`src/rtl/arb_mode_pkg.sv`:
```
package arb_mode_pkg;
  localparam int unsigned N_CLIENTS = 4;
  localparam int unsigned IDX_W     = $clog2(N_CLIENTS);
  localparam int unsigned MODE_W    = 3;

  typedef logic [IDX_W-1:0] cidx_t;

  typedef enum logic [IDX_W-1:0] {
    CL_IN_RD  = 2'd0,
    CL_REF_RD = 2'd1,
    CL_DEC_WR = 2'd2,
    CL_PP_WR  = 2'd3
  } client_e;

  typedef enum logic [MODE_W-1:0] {
    MD_ROTATE  = 3'd0,
    MD_PP_TOP  = 3'd1,
    MD_IN_TOP  = 3'd2,
    MD_REF_PP  = 3'd3,
    MD_REF_DEC = 3'd4
  } mode_e;

  function automatic logic mode_is_fixed(logic [MODE_W-1:0] m);
    return (m >= MD_PP_TOP) && (m <= MD_REF_DEC);
  endfunction
endpackage

```
`src/rtl/arb_rank_table.sv`:
```
module arb_rank_table
  import arb_mode_pkg::*;
(
  input  logic [MODE_W-1:0] mode_i,
  output cidx_t             order_o [N_CLIENTS]
);
  // up to two leading clients, then the rest in default (index) order
  cidx_t lead0, lead1;
  int    n_lead;

  always_comb begin
    lead0  = CL_IN_RD;
    lead1  = CL_IN_RD;
    n_lead = 0;
    unique case (mode_i)
      MD_PP_TOP:  begin lead0 = CL_PP_WR;  n_lead = 1; end
      MD_IN_TOP:  begin lead0 = CL_IN_RD;  n_lead = 1; end
      MD_REF_PP:  begin lead0 = CL_REF_RD; lead1 = CL_PP_WR;  n_lead = 2; end
      MD_REF_DEC: begin lead0 = CL_REF_RD; lead1 = CL_DEC_WR; n_lead = 2; end
      default:    n_lead = 0;
    endcase
  end

  always_comb begin
    int pos;
    for (int p = 0; p < N_CLIENTS; p++) order_o[p] = cidx_t'(p);
    pos = 0;
    if (n_lead >= 1) begin order_o[0] = lead0; pos = 1; end
    if (n_lead >= 2) begin order_o[1] = lead1; pos = 2; end
    for (int c = 0; c < N_CLIENTS; c++) begin
      if (!((n_lead >= 1 && cidx_t'(c) == lead0) ||
            (n_lead >= 2 && cidx_t'(c) == lead1))) begin
        if (pos < N_CLIENTS) order_o[pos] = cidx_t'(c);
        pos = pos + 1;
      end
    end
  end
endmodule

```
`src/rtl/arb_fixed_pick.sv`:
```
module arb_fixed_pick
  import arb_mode_pkg::*;
(
  input  logic [N_CLIENTS-1:0] req_i,
  input  cidx_t                order_i [N_CLIENTS],
  output logic [N_CLIENTS-1:0] pick_o
);
  always_comb begin
    logic found;
    found  = 1'b0;
    pick_o = '0;
    for (int p = 0; p < N_CLIENTS; p++) begin
      if (!found && req_i[order_i[p]]) begin
        pick_o[order_i[p]] = 1'b1;
        found = 1'b1;
      end
    end
  end
endmodule

```
`src/rtl/arb_rr_pick.sv`:
```
module arb_rr_pick
  import arb_mode_pkg::*;
(
  input  logic [N_CLIENTS-1:0] req_i,
  input  cidx_t                last_i,
  output logic [N_CLIENTS-1:0] pick_o
);
  always_comb begin
    logic  found;
    cidx_t idx;
    found  = 1'b0;
    pick_o = '0;
    for (int k = 1; k <= N_CLIENTS; k++) begin
      idx = cidx_t'((int'(last_i) + k) % N_CLIENTS);
      if (!found && req_i[idx]) begin
        pick_o[idx] = 1'b1;
        found = 1'b1;
      end
    end
  end
endmodule

```
`src/rtl/arb_mode_top.sv`:
```
module arb_mode_top
  import arb_mode_pkg::*;
(
  input  logic                 clk_i,
  input  logic                 rst_ni,
  input  logic [MODE_W-1:0]    mode_i,
  input  logic [N_CLIENTS-1:0] req_i,
  input  logic [N_CLIENTS-1:0] done_i,
  output logic [N_CLIENTS-1:0] gnt_o
);
  logic [N_CLIENTS-1:0] gnt_q, fix_pick, rr_pick, pick;
  cidx_t                last_q, pick_idx;
  cidx_t                order [N_CLIENTS];
  logic                 busy, decide, release_own;

  arb_rank_table u_rank (.mode_i(mode_i), .order_o(order));

  arb_fixed_pick u_fix (.req_i(req_i), .order_i(order), .pick_o(fix_pick));

  arb_rr_pick u_rr (.req_i(req_i), .last_i(last_q), .pick_o(rr_pick));

  assign busy        = |gnt_q;
  assign decide      = !busy && (|req_i);
  assign release_own = |(gnt_q & done_i);
  assign pick        = mode_is_fixed(mode_i) ? fix_pick : rr_pick;

  always_comb begin
    pick_idx = '0;
    for (int c = 0; c < N_CLIENTS; c++)
      if (pick[c]) pick_idx = cidx_t'(c);
  end

  always_ff @(posedge clk_i or negedge rst_ni) begin
    if (!rst_ni) begin
      gnt_q  <= '0;
      last_q <= cidx_t'(N_CLIENTS - 1);
    end else if (busy) begin
      if (release_own) gnt_q <= '0;
    end else if (decide) begin
      gnt_q  <= pick;
      last_q <= pick_idx;
    end
  end

  assign gnt_o = gnt_q;
endmodule

```
`config.mk`:
```
export PLATFORM = sky130hd
export DESIGN_NAME = arb_mode_top
export DESIGN_NICKNAME = d
export VERILOG_FILES = /design/src/rtl/arb_mode_pkg.sv /design/src/rtl/arb_rank_table.sv /design/src/rtl/arb_fixed_pick.sv /design/src/rtl/arb_rr_pick.sv /design/src/rtl/arb_mode_top.sv
export SDC_FILE = /design/constraint.sdc
export NUM_CORES = 1
export LEC_CHECK = 0
export BUFFER_PORTS_ARGS = -buffer_cell sky130_fd_sc_hd__buf_4
export CAP_MARGIN = 10
export CORE_UTILIZATION = 52
export DETAILED_ROUTE_END_ITERATION = 16
export GPL_TIMING_DRIVEN = 0
export PLACE_DENSITY = 0.76
export SETUP_SLACK_MARGIN = 0.3
export SYNTH_ARGS = -nofsm -noshare
export SYNTH_HDL_FRONTEND = slang
export SYNTH_HIERARCHICAL = 1
export SYNTH_SLANG_ARGS = --single-unit
```
`constraint.sdc`:
```
create_clock -name clk_i -period 2.39 [get_ports clk_i]
set_input_delay 0.1195 -clock clk_i [delete_from_list [all_inputs] [get_ports clk_i]]
set_output_delay 0.1195 -clock clk_i [all_outputs]
set_load 0.005 [all_outputs]
```
* After elaboration in Yosys (flattened, before gate mapping)
Cells that the tools add are included.
Storage, ports and cells: input port bits 13, register bits 6, output and inout port bits 4, word-level logic and storage cells 201
Cells by class: bitwise logic cells 21, order comparisons 32, mux-type cells 79, reduce and logical (&&, ||, !) cells 49, equality and inequality tests 11, add/sub/neg operators 7
Operators by type and width (number):
- 32-bit by 3-bit greater-or-equal comparator with 1-bit output, second input constant | 4
- 32-bit by 1-bit < comparator with 1-bit output, second input constant | 4
- 32-bit by 3-bit < comparator with 1-bit output, second input constant | 3
- 32-bit two-way mux | 3
- 32-bit NOT | 3
- 32-bit by 2-bit adder with 32-bit output, second input constant | 2
- 8-bit two-way mux | 8
- 4-bit two-way mux | 12
- 2-bit NOT with 32-bit output | 1
- 4-bit bitwise OR | 8
- 1-bit logical AND | 28
- 2-bit by 3-bit < comparator with 1-bit output, second input constant | 9
- 1-bit two-way mux | 24
- 2-bit by 1-bit greater-or-equal comparator with 1-bit output, second input constant | 9
- 2-bit two-way mux | 9
- 1-bit binary-select mux with 2-bit select | 8
- 1-bit demux with 2-bit select | 8
- 2-bit demux with 2-bit select | 4
- 4-bit AND | 3
- 2-bit case mux with 2 select lines | 3
- 4-bit OR reduction | 3
- 8-bit AND | 1
- 2-bit equality test, first input constant | 4
- 4-bit NOT | 2
- 20 further kinds | 36

* Logic depth before layout (Yosys ltp)
Gate-level depths: netlist (run 1).
depth after elaboration 40, mapped depth 12

* By module
Netlist (run 1), hierarchy kept.
By module, submodules not included:
- arb_mode_top | instances 1, area each 405.4 sq um, cells an instance 34
- arb_rr_pick | instances 1, area each 357.8 sq um, cells an instance 38
- arb_fixed_pick | instances 1, area each 317.8 sq um, cells an instance 41
- arb_rank_table | instances 1, area each 165.2 sq um, cells an instance 20

* Worst setup path before layout (run 1)
No wires, ideal clock.
path type input-to-reg, start input mode_i[1], end register last_q[0], required time 2296 ps, setup slack -373 ps, buffers on the path 0, arrival 2669 ps, cell stages on the path 12, setup time 94 ps, cells stage by stage nor3b_1 -> inv_1 -> ha_1 -> nand2_1 -> o22ai_1 -> mux2_2 -> mux2i_1 -> and4b_1 -> o31a_1 -> nor2b_1 -> nor3b_1 -> o31ai_2
RTL lines:
- start: declaration | line arb_mode_top.sv:6 | input logic [MODE_W-1:0] mode_i,
- end signal: assignment | line arb_mode_top.sv:36 | last_q <= cidx_t'(N_CLIENTS - 1);
- end signal: assignment | line arb_mode_top.sv:41 | last_q <= pick_idx;
- end: declaration | line arb_mode_top.sv:12 | cidx_t last_q, pick_idx;

* Worst setup path in the final report (run 1)
start register last_q[0], end register last_q[0]
On the way: cells in the longest elaborated chain, start to end 17, elaborated cells on any way between the ends 52
Ends and longest elaborated chain:
- parallel branches: the longest is 12 deep, another holds 2-bit by 3-bit < comparator with 1-bit output
- 4-bit two-way mux * | line arb_rr_pick.sv:15 | if (!found && req_i[idx]) begin
- net rr_pick[1] | line arb_mode_top.sv:11 | logic [N_CLIENTS-1:0] gnt_q, fix_pick, rr_pick, pick;
- 4-bit two-way mux * | line arb_mode_top.sv:25 | assign pick = mode_is_fixed(mode_i) ? fix_pick : rr_pick;
- 1-bit two-way mux * | line arb_mode_top.sv:30 | if (pick[c]) pick_idx = cidx_t'(c);
- 2-bit two-way mux * (2 in a row) | line arb_mode_top.sv:30
Mark *: on every way through the listed nets, which the timed path passes. The select of a mux whose other input is x is not followed. A chain may end at the register's enable or synchronous reset.

==> results_dict.tcl, run 1 <==
set metrics [dict create \
    postSynthAreaPerCell_sq_um 9.37 \
    portBuffers 16 \
    n_antenna_cell 0 \
    wl_per_cell_microns 16.8 \
    min_to "gnt_o[3]" \
    crit_family "simple AND/OR/NAND/NOR gates" \
    cts_inserted_buffers 3 \
    via_per_inst 6.09 \
    die_w_microns 51.0 \
    synth_adder_area_share_pct 14.1 \
    antenna_found_initial 0 \
    grtUsageTotal_pct 26.4 \
    io_pins 17 \
    ys_types 46 \
    leakagePower_nw 0.697 \
    cts_max_level 1 \
    ir_drop_mv 0.554 \
    clock_path_buffers 2 \
    cp.required_ns 2.55 \
    clk_pin_slew_ns 0.05 \
    cp-end-kind "flip-flop" \
    grt_pass1_vias 1176 \
    synth_ff_type "dfrtp_1" \
    powerDensity_nw_per_um2 878 \
    skew_ns 0.00759 \
    finalMaxSlewViolations 0 \
    drt_iter0_drc 31 \
    coreArea_sq_um 2230 \
    setup_viol 6 \
    fin_crit_sh_pct 106 \
    dr.pass1.iters 4 \
    nets 200 \
    die_y_microns 51.0 \
    rsz0062_at_grt "yes" \
    hp-start "done_i[3]" \
    outcome "finished with violations" \
    r2r_slack_ns -0.14 \
    synth-compound-area-share_pct 19.6 \
    yosysSeqAreaShare_pct 12.2 \
    worst_path_largest_cell_delay_ns 0.57 \
    hold_path_class "in2reg" \
    cp_max_fo 4 \
    slew_headroom_pct 65.9 \
    syn_inst 133 \
    gp_congestion 0.860 \
    reg2regPathDepth 9 \
    wl_microns 3360 \
    mostFrequentLayoutCells "buf_4, nand2_1, ha_1" \
    async_flop_share_pct 100 \
    worst-path-stages 9 \
    hpwlAfterDp_microns 2190 \
    slowest_stage "dfstp_2" \
    ys_warn_count 6 \
    dieArea_sq_um 2600 \
    ys_ff_latch 6 \
    drive_above_1_share_pct 43.0 \
    ant_nets 0 \
    wl_met2_microns 1910 \
    final_common_cell "buf_4" \
    start_util_pct 55.8 \
    cts_tree "built" \
    cts_root_buf "clkbuf_4" \
    finalHoldViolations 0 \
    dp_cells 177 \
    stdcell_count 200 \
    syn2layout_area_growth_pct 35.4 \
    worst_pin_slew_ns 0.510 \
    vias 1218 \
    grt_pass1_wl_microns 5200 \
    m1WireLength_microns 1290 \
    clkLatencyLatePin_ns 0.26 \
    top_layer_used "met4" \
    layout_setup_ws_ns -0.145 \
    violations "setup timing" \
    muxShareOfSynthArea_pct 19.1 \
    synthXorXnorAreaFrac_pct 2.21 \
    clkSinkCount 6 \
    finish.instance_area_sq_um 1690 \
    tns_ns -0.365 \
    crit_chain "inv_4 -> ha_4 -> mux4_2 -> nor4b_4 -> nand2_1 -> o211ai_1 -> nor2b_1 -> nor3_1 -> o31ai_2" \
    synth_top_family_by_area "simple AND/OR/NAND/NOR gates" \
    crit_buf_inv 1 \
    wl_met3_microns 103 \
    synthesis.nets 160 \
    cap_violations 0 \
    rows 17 \
    dpl-instance-area_sq_um 1430 \
    hold_depth 4 \
    drcViolationCount 0 \
    reg2reg_to "last_q[0]" \
    crit_type "reg2reg" \
    worstPathArrival_ns 2.70 \
    r2r-start "last_q[0]" \
    grt_max_degree 12 \
    min_period_ns 2.53 \
    cp-start-kind "flip-flop" \
    synth_simple_gate_area_share_pct 27.7 \
    overflow 0 \
    fill_cells 167 \
    max_freq_mhz 394 \
    syn_area_sq_um 1250 \
    synth_edf_count 0 \
]
[power breakdown]
group | internal, mW | leakage (nW) | switching, mW | total, mW
registers | 0.160 | 0.0734 | 0.0648 | 0.225
clock network | 0.0635 | 0.0150 | 0.0414 | 0.105
logic | 0.588 | 0.609 | 0.565 | 1.15
[synthesized netlist by cell type, types with 2 or more instances]
cell type  count  share of area [%]
mux4_1         2                4.2
dfrtp_1        4                8.0
o22ai_1        2                1.0
nand2_1       14                4.2
o21ai_0        4                1.6
buf_6          2                1.8
dfstp_2        2                4.2
a31oi_1        2                1.0
o211ai_1       4                2.4
nor2b_1        2                1.0
mux4_2         5                9.0
inv_1         11                3.3
nand3_1        2               0.80
mux2_2         2                1.8
ha_1          14                 14
a21oi_1        7                2.8
nor3b_1        8                4.8
nor2_1         7                2.1
nand3b_1       2                1.2
nor3_1         5                2.0
o21bai_1       3                1.8
mux2i_1        5                4.0
[worst max path at each step]
| stage | startpoint | endpoint | slack, ns |
|---|---|---|---|
| 6_report | last_q[0] | last_q[0] | -0.14 |
| 5_1_grt | last_q[0] | gnt_o[2] | -0.18 |
| 4_1_cts | last_q[0] | last_q[0] | -0.09 |
| 3_5_place_dp | mode_i[2] | last_q[0] | -0.50 |
| 3_3_place_gp | mode_i[2] | last_q[0] | -0.46 |
| 2_1_floorplan | last_q[0] | last_q[0] | -0.07 |
[layer usage]
layer | track usage, % | vias to the layer above
li1 | - | 581
met4 | 7.87 | 0
met5 | 0 | -
met2 | 50.0 | 36
met1 | 30.0 | 594
met3 | 3.87 | 7
[worst register-to-register path, stage by stage (launching register included)]
cell and delay, ns:
dfstp_2 0.57, inv_4 0.05, ha_4 0.27, mux4_2 0.54
nor4b_4 0.32, nand2_1 0.09, o211ai_1 0.15, nor2b_1 0.20
nor3_1 0.07, o31ai_2 0.19
[sequential cells by signal, indices dropped and copies added, names as in the netlist]
signal and count:
gnt_o 4, last_q 2
[what timing repair did]
action                                 4_1_cts  5_1_grt
gates resized for setup                     12        8
hold buffers                                 1        0
pin swaps                                    7        7
setup buffers                               15        3
setup endpoints to repair                    6        6
endpoints found under the hold margin        6        0
[per-stage QoR]
stage	utilization, %	hold slack [ns]	total power [mW]	worst slack (ns)
floorplan	-	-0.176	0.920	-0.0741
global route	75.6	0.198	1.59	-0.184
finish	75.6	0.166	1.48	-0.145
detailed placement	64.2	-0.0701	1.15	-0.504
global placement	64.2	-0.0726	1.10	-0.463
CTS	73.1	0.162	1.44	-0.0900
[logic make-up (layout without fill, tap and decap cells)]
| kind of cell | Yosys count | count (layout) |
|---|---|---|
| and+or+nand+nor | 53 | 53 |
| AOI/OAI and AO/OA | 32 | 32 |
| buffers and inverters | 13 | 52 |
| adders and majority gates | 14 | 14 |
| DFF | 6 | 6 |
| muxes | 14 | 14 |
| xor gates and xnor gates | 1 | 1 |
[cell type report]
class | count | area [sq um] | area share (%)
Buffer | 2 | 22.5 | 1.33
Clock buffer | 4 | 26.3 | 1.56
Inverter | 11 | 46.3 | 2.74
Multi-Input combinational cell | 114 | 1130 | 67.1
Sequential cell | 6 | 153 | 9.04
Tap cell | 28 | 35.0 | 2.08
Timing Repair Buffer | 35 | 273 | 16.2
No activity file was read; power rests on OpenSTA's default activity.
==> run 2: changes to the inputs <==
- CAP_MARGIN: 10 -> 20
- CORE_UTILIZATION: 52 -> 51
- SYNTH_HIERARCHICAL: 1 -> not set
==> results_dict.tcl, run 2 <==
set metrics [dict create \
    outcome "finished with violations" \
    violations "setup timing" \
    grtUsageTotal_pct 29.5 \
    fin_crit_sh_pct 103 \
    multi_input_area_sq_um 872 \
    wl_per_cell_microns 16.8 \
    yosysSeqAreaShare_pct 14.6 \
    worst_pin_slew_ns 0.708 \
    drcViolationCount 0 \
    start_util_pct 53.9 \
    cap_violations 0 \
    synth_edf_count 0 \
    yosysTopAreaCellShare_pct 9.56 \
    clkLatencyLatePin_ns 0.26 \
    drive_above_1_share_pct 38.5 \
    final_common_cell "buf_4" \
    max_freq_mhz 407 \
    dp_cells 169 \
    io_pins 17 \
    ys_warn_count 0 \
    dieArea_sq_um 2240 \
    die_w_microns 47.3 \
    cp-end-kind "flip-flop" \
    synth.largest_area_cell "dfrtp_1" \
    clkSinkCount 6 \
    slew_headroom_pct 52.3 \
    reg2reg_to "last_q[1]" \
    drt_iter0_drc 83 \
    via_per_inst 6.28 \
    portBuffers 14 \
    finalHoldViolations 0 \
    stdcell_count 183 \
    async_flop_share_pct 100 \
    skew_ns 0.00349 \
    cp.required_ns 2.57 \
    p_int_uw 757 \
    fill_cells 166 \
    wl_met3_microns 105 \
    ys_ff_latch 6 \
    synthesis.nets 148 \
    hold_path_class "in2async" \
    netlist_top_cells_area "dfrtp_1, ha_1, dfstp_2" \
    cts_max_level 1 \
    combinationalPowerShare_pct 77.8 \
    vias 1149 \
    finalMaxSlewViolations 0 \
    p_clk_share_pct 8.0 \
    reg2regPathDepth 9 \
    postSynthAreaPerCell_sq_um 8.18 \
    powerDensity_nw_per_um2 1020 \
    leakagePower_nw 0.589 \
    seqCellArea_sq_um 153 \
    largest_reg_flops 4 \
    antenna_found_initial 0 \
    grt_pass1_wl_microns 4730 \
    wl_met2_microns 1530 \
    finish.instance_area_sq_um 1370 \
    n_antenna_cell 0 \
    wl_microns 3070 \
    min_period_ns 2.46 \
    gp_congestion 0.908 \
    ys_types 52 \
    coreArea_sq_um 1940 \
    syn2layout_area_growth_pct 30.7 \
    clk_pin_slew_ns 0.05 \
    r2r_slack_ns -0.07 \
    preCtsSetupSlack_ns -0.224 \
    dr.pass1.iters 4 \
    cts_tree "built" \
    synth_ff_type "dfrtp_1" \
    tns_ns -0.150 \
    cts_root_buf "clkbuf_4" \
    synth_common_cells "a21oi_1, inv_1, nand2_1, ha_1" \
    rows 16 \
    setup_viol 3 \
    syn_inst 128 \
    r2r-start "last_q[0]" \
    hpwlAfterDp_microns 2120 \
    p_seq_share_pct 14.2 \
    worstPathArrival_ns 2.64 \
    ant_nets 0 \
    finalPower_mw 1.40 \
    overflow 0 \
    die_y_microns 47.3 \
    grt_max_degree 11 \
    m1WireLength_microns 1420 \
    dpl-instance-area_sq_um 1240 \
    crit_type "reg2reg" \
    syn_area_sq_um 1050 \
    switchingPower_uw 643 \
    cp_max_fo 7 \
    mostFrequentLayoutCells "buf_4, nand2_1, a21oi_1" \
    rsz0062_at_grt "yes" \
    top_layer_used "met4" \
    layout_setup_ws_ns -0.0671 \
    synthMostInstantiatedCell "a21oi_1" \
    nets 177 \
    cp-start-kind "flip-flop" \
    switching_share_pct 46.0 \
    cts_inserted_buffers 3 \
    grt_pass1_vias 1037 \
    ir_drop_mv 0.679 \
    clock_path_buffers 2 \
]
run 2: cell types whose count changed after synthesis, moves of 5 or more:
cell,change
nand2_1,-5
ha_1,-7
buf_2,+6
a221oi_1,+5
a22oi_1,+5
run 2: worst max path at each step:
stage          startpoint   endpoint  slack (ns)  cells past startpoint
3_5_place_dp    last_q[1]  last_q[1]       -0.22                      8
2_1_floorplan   last_q[0]  last_q[0]       0.002                      8
5_1_grt         last_q[0]  last_q[1]       -0.13                      9
3_3_place_gp    last_q[1]  last_q[1]       -0.17                      7
4_1_cts         last_q[0]  last_q[1]       -0.11                      9
6_report        last_q[0]  last_q[1]       -0.07                      9
run 2: layer usage:
layer	vias to the layer above	GRT usage, %
li1	557	-
met1	555	39.0
met2	33	48.8
met3	4	6.15
met4	0	7.43
met5	-	0
run 2: power by group through the flow:
stage               clock (mW)  combinational [mW]  sequential (mW)
floorplan                    0               0.673            0.212
global placement             0               0.834            0.221
detailed placement           0               0.859            0.224
CTS                      0.114                1.06            0.195
global route             0.120                1.17            0.207
finish                   0.112                1.09            0.199
run 2: what timing repair did:
item	in CTS	in global routing
pin swaps	5	1
endpoints found under the hold margin	6	0
setup endpoints to repair	6	6
setup buffers	8	1
cloned	0	0
hold buffers	1	0
resized for setup	4	1
run 2: cells by family (layout without fill, tap and decap cells):
group / Yosys count / in the layout / share of synthesized area, %
AOI/OAI and AO/OA: 52 / 52 / 38.5
xor gates and xnor gates: 1 / 1 / 0.836
adders and majority gates: 7 / 7 / 8.36
buffers and inverters: 20 / 48 / 8.60
DFF: 6 / 6 / 14.6
muxes: 5 / 5 / 7.77
and+or+nand+nor: 37 / 37 / 21.4
run 2: critical path, cell delays in order (launching register included):
cell and delay (ns):
dfstp_2 0.54, buf_6 0.11, inv_6 0.03, ha_4 0.26, mux4_2 0.61, a21oi_2 0.16
a21oi_2 0.05, a211oi_2 0.22, a221oi_2 0.12, a211o_1 0.27
run 2: per-stage QoR:
stage	util, %	hold slack, ns
after floorplan	-	-0.176
after global placement	63.9	-0.0717
after detailed placement	63.9	-0.0665
after CTS	70.1	0.197
after global routing	70.5	0.218
final	70.5	0.191
run 2: area by class of cell:
class                      instances  share of cell area (%)
buffer                            10                    4.30
clock buffer                       4                    1.92
inverter                          10                    3.11
multi-input combinational        102                    63.7
sequential                         6                    11.2
tap                               27                    2.47
timing repair buffer              24                    13.3
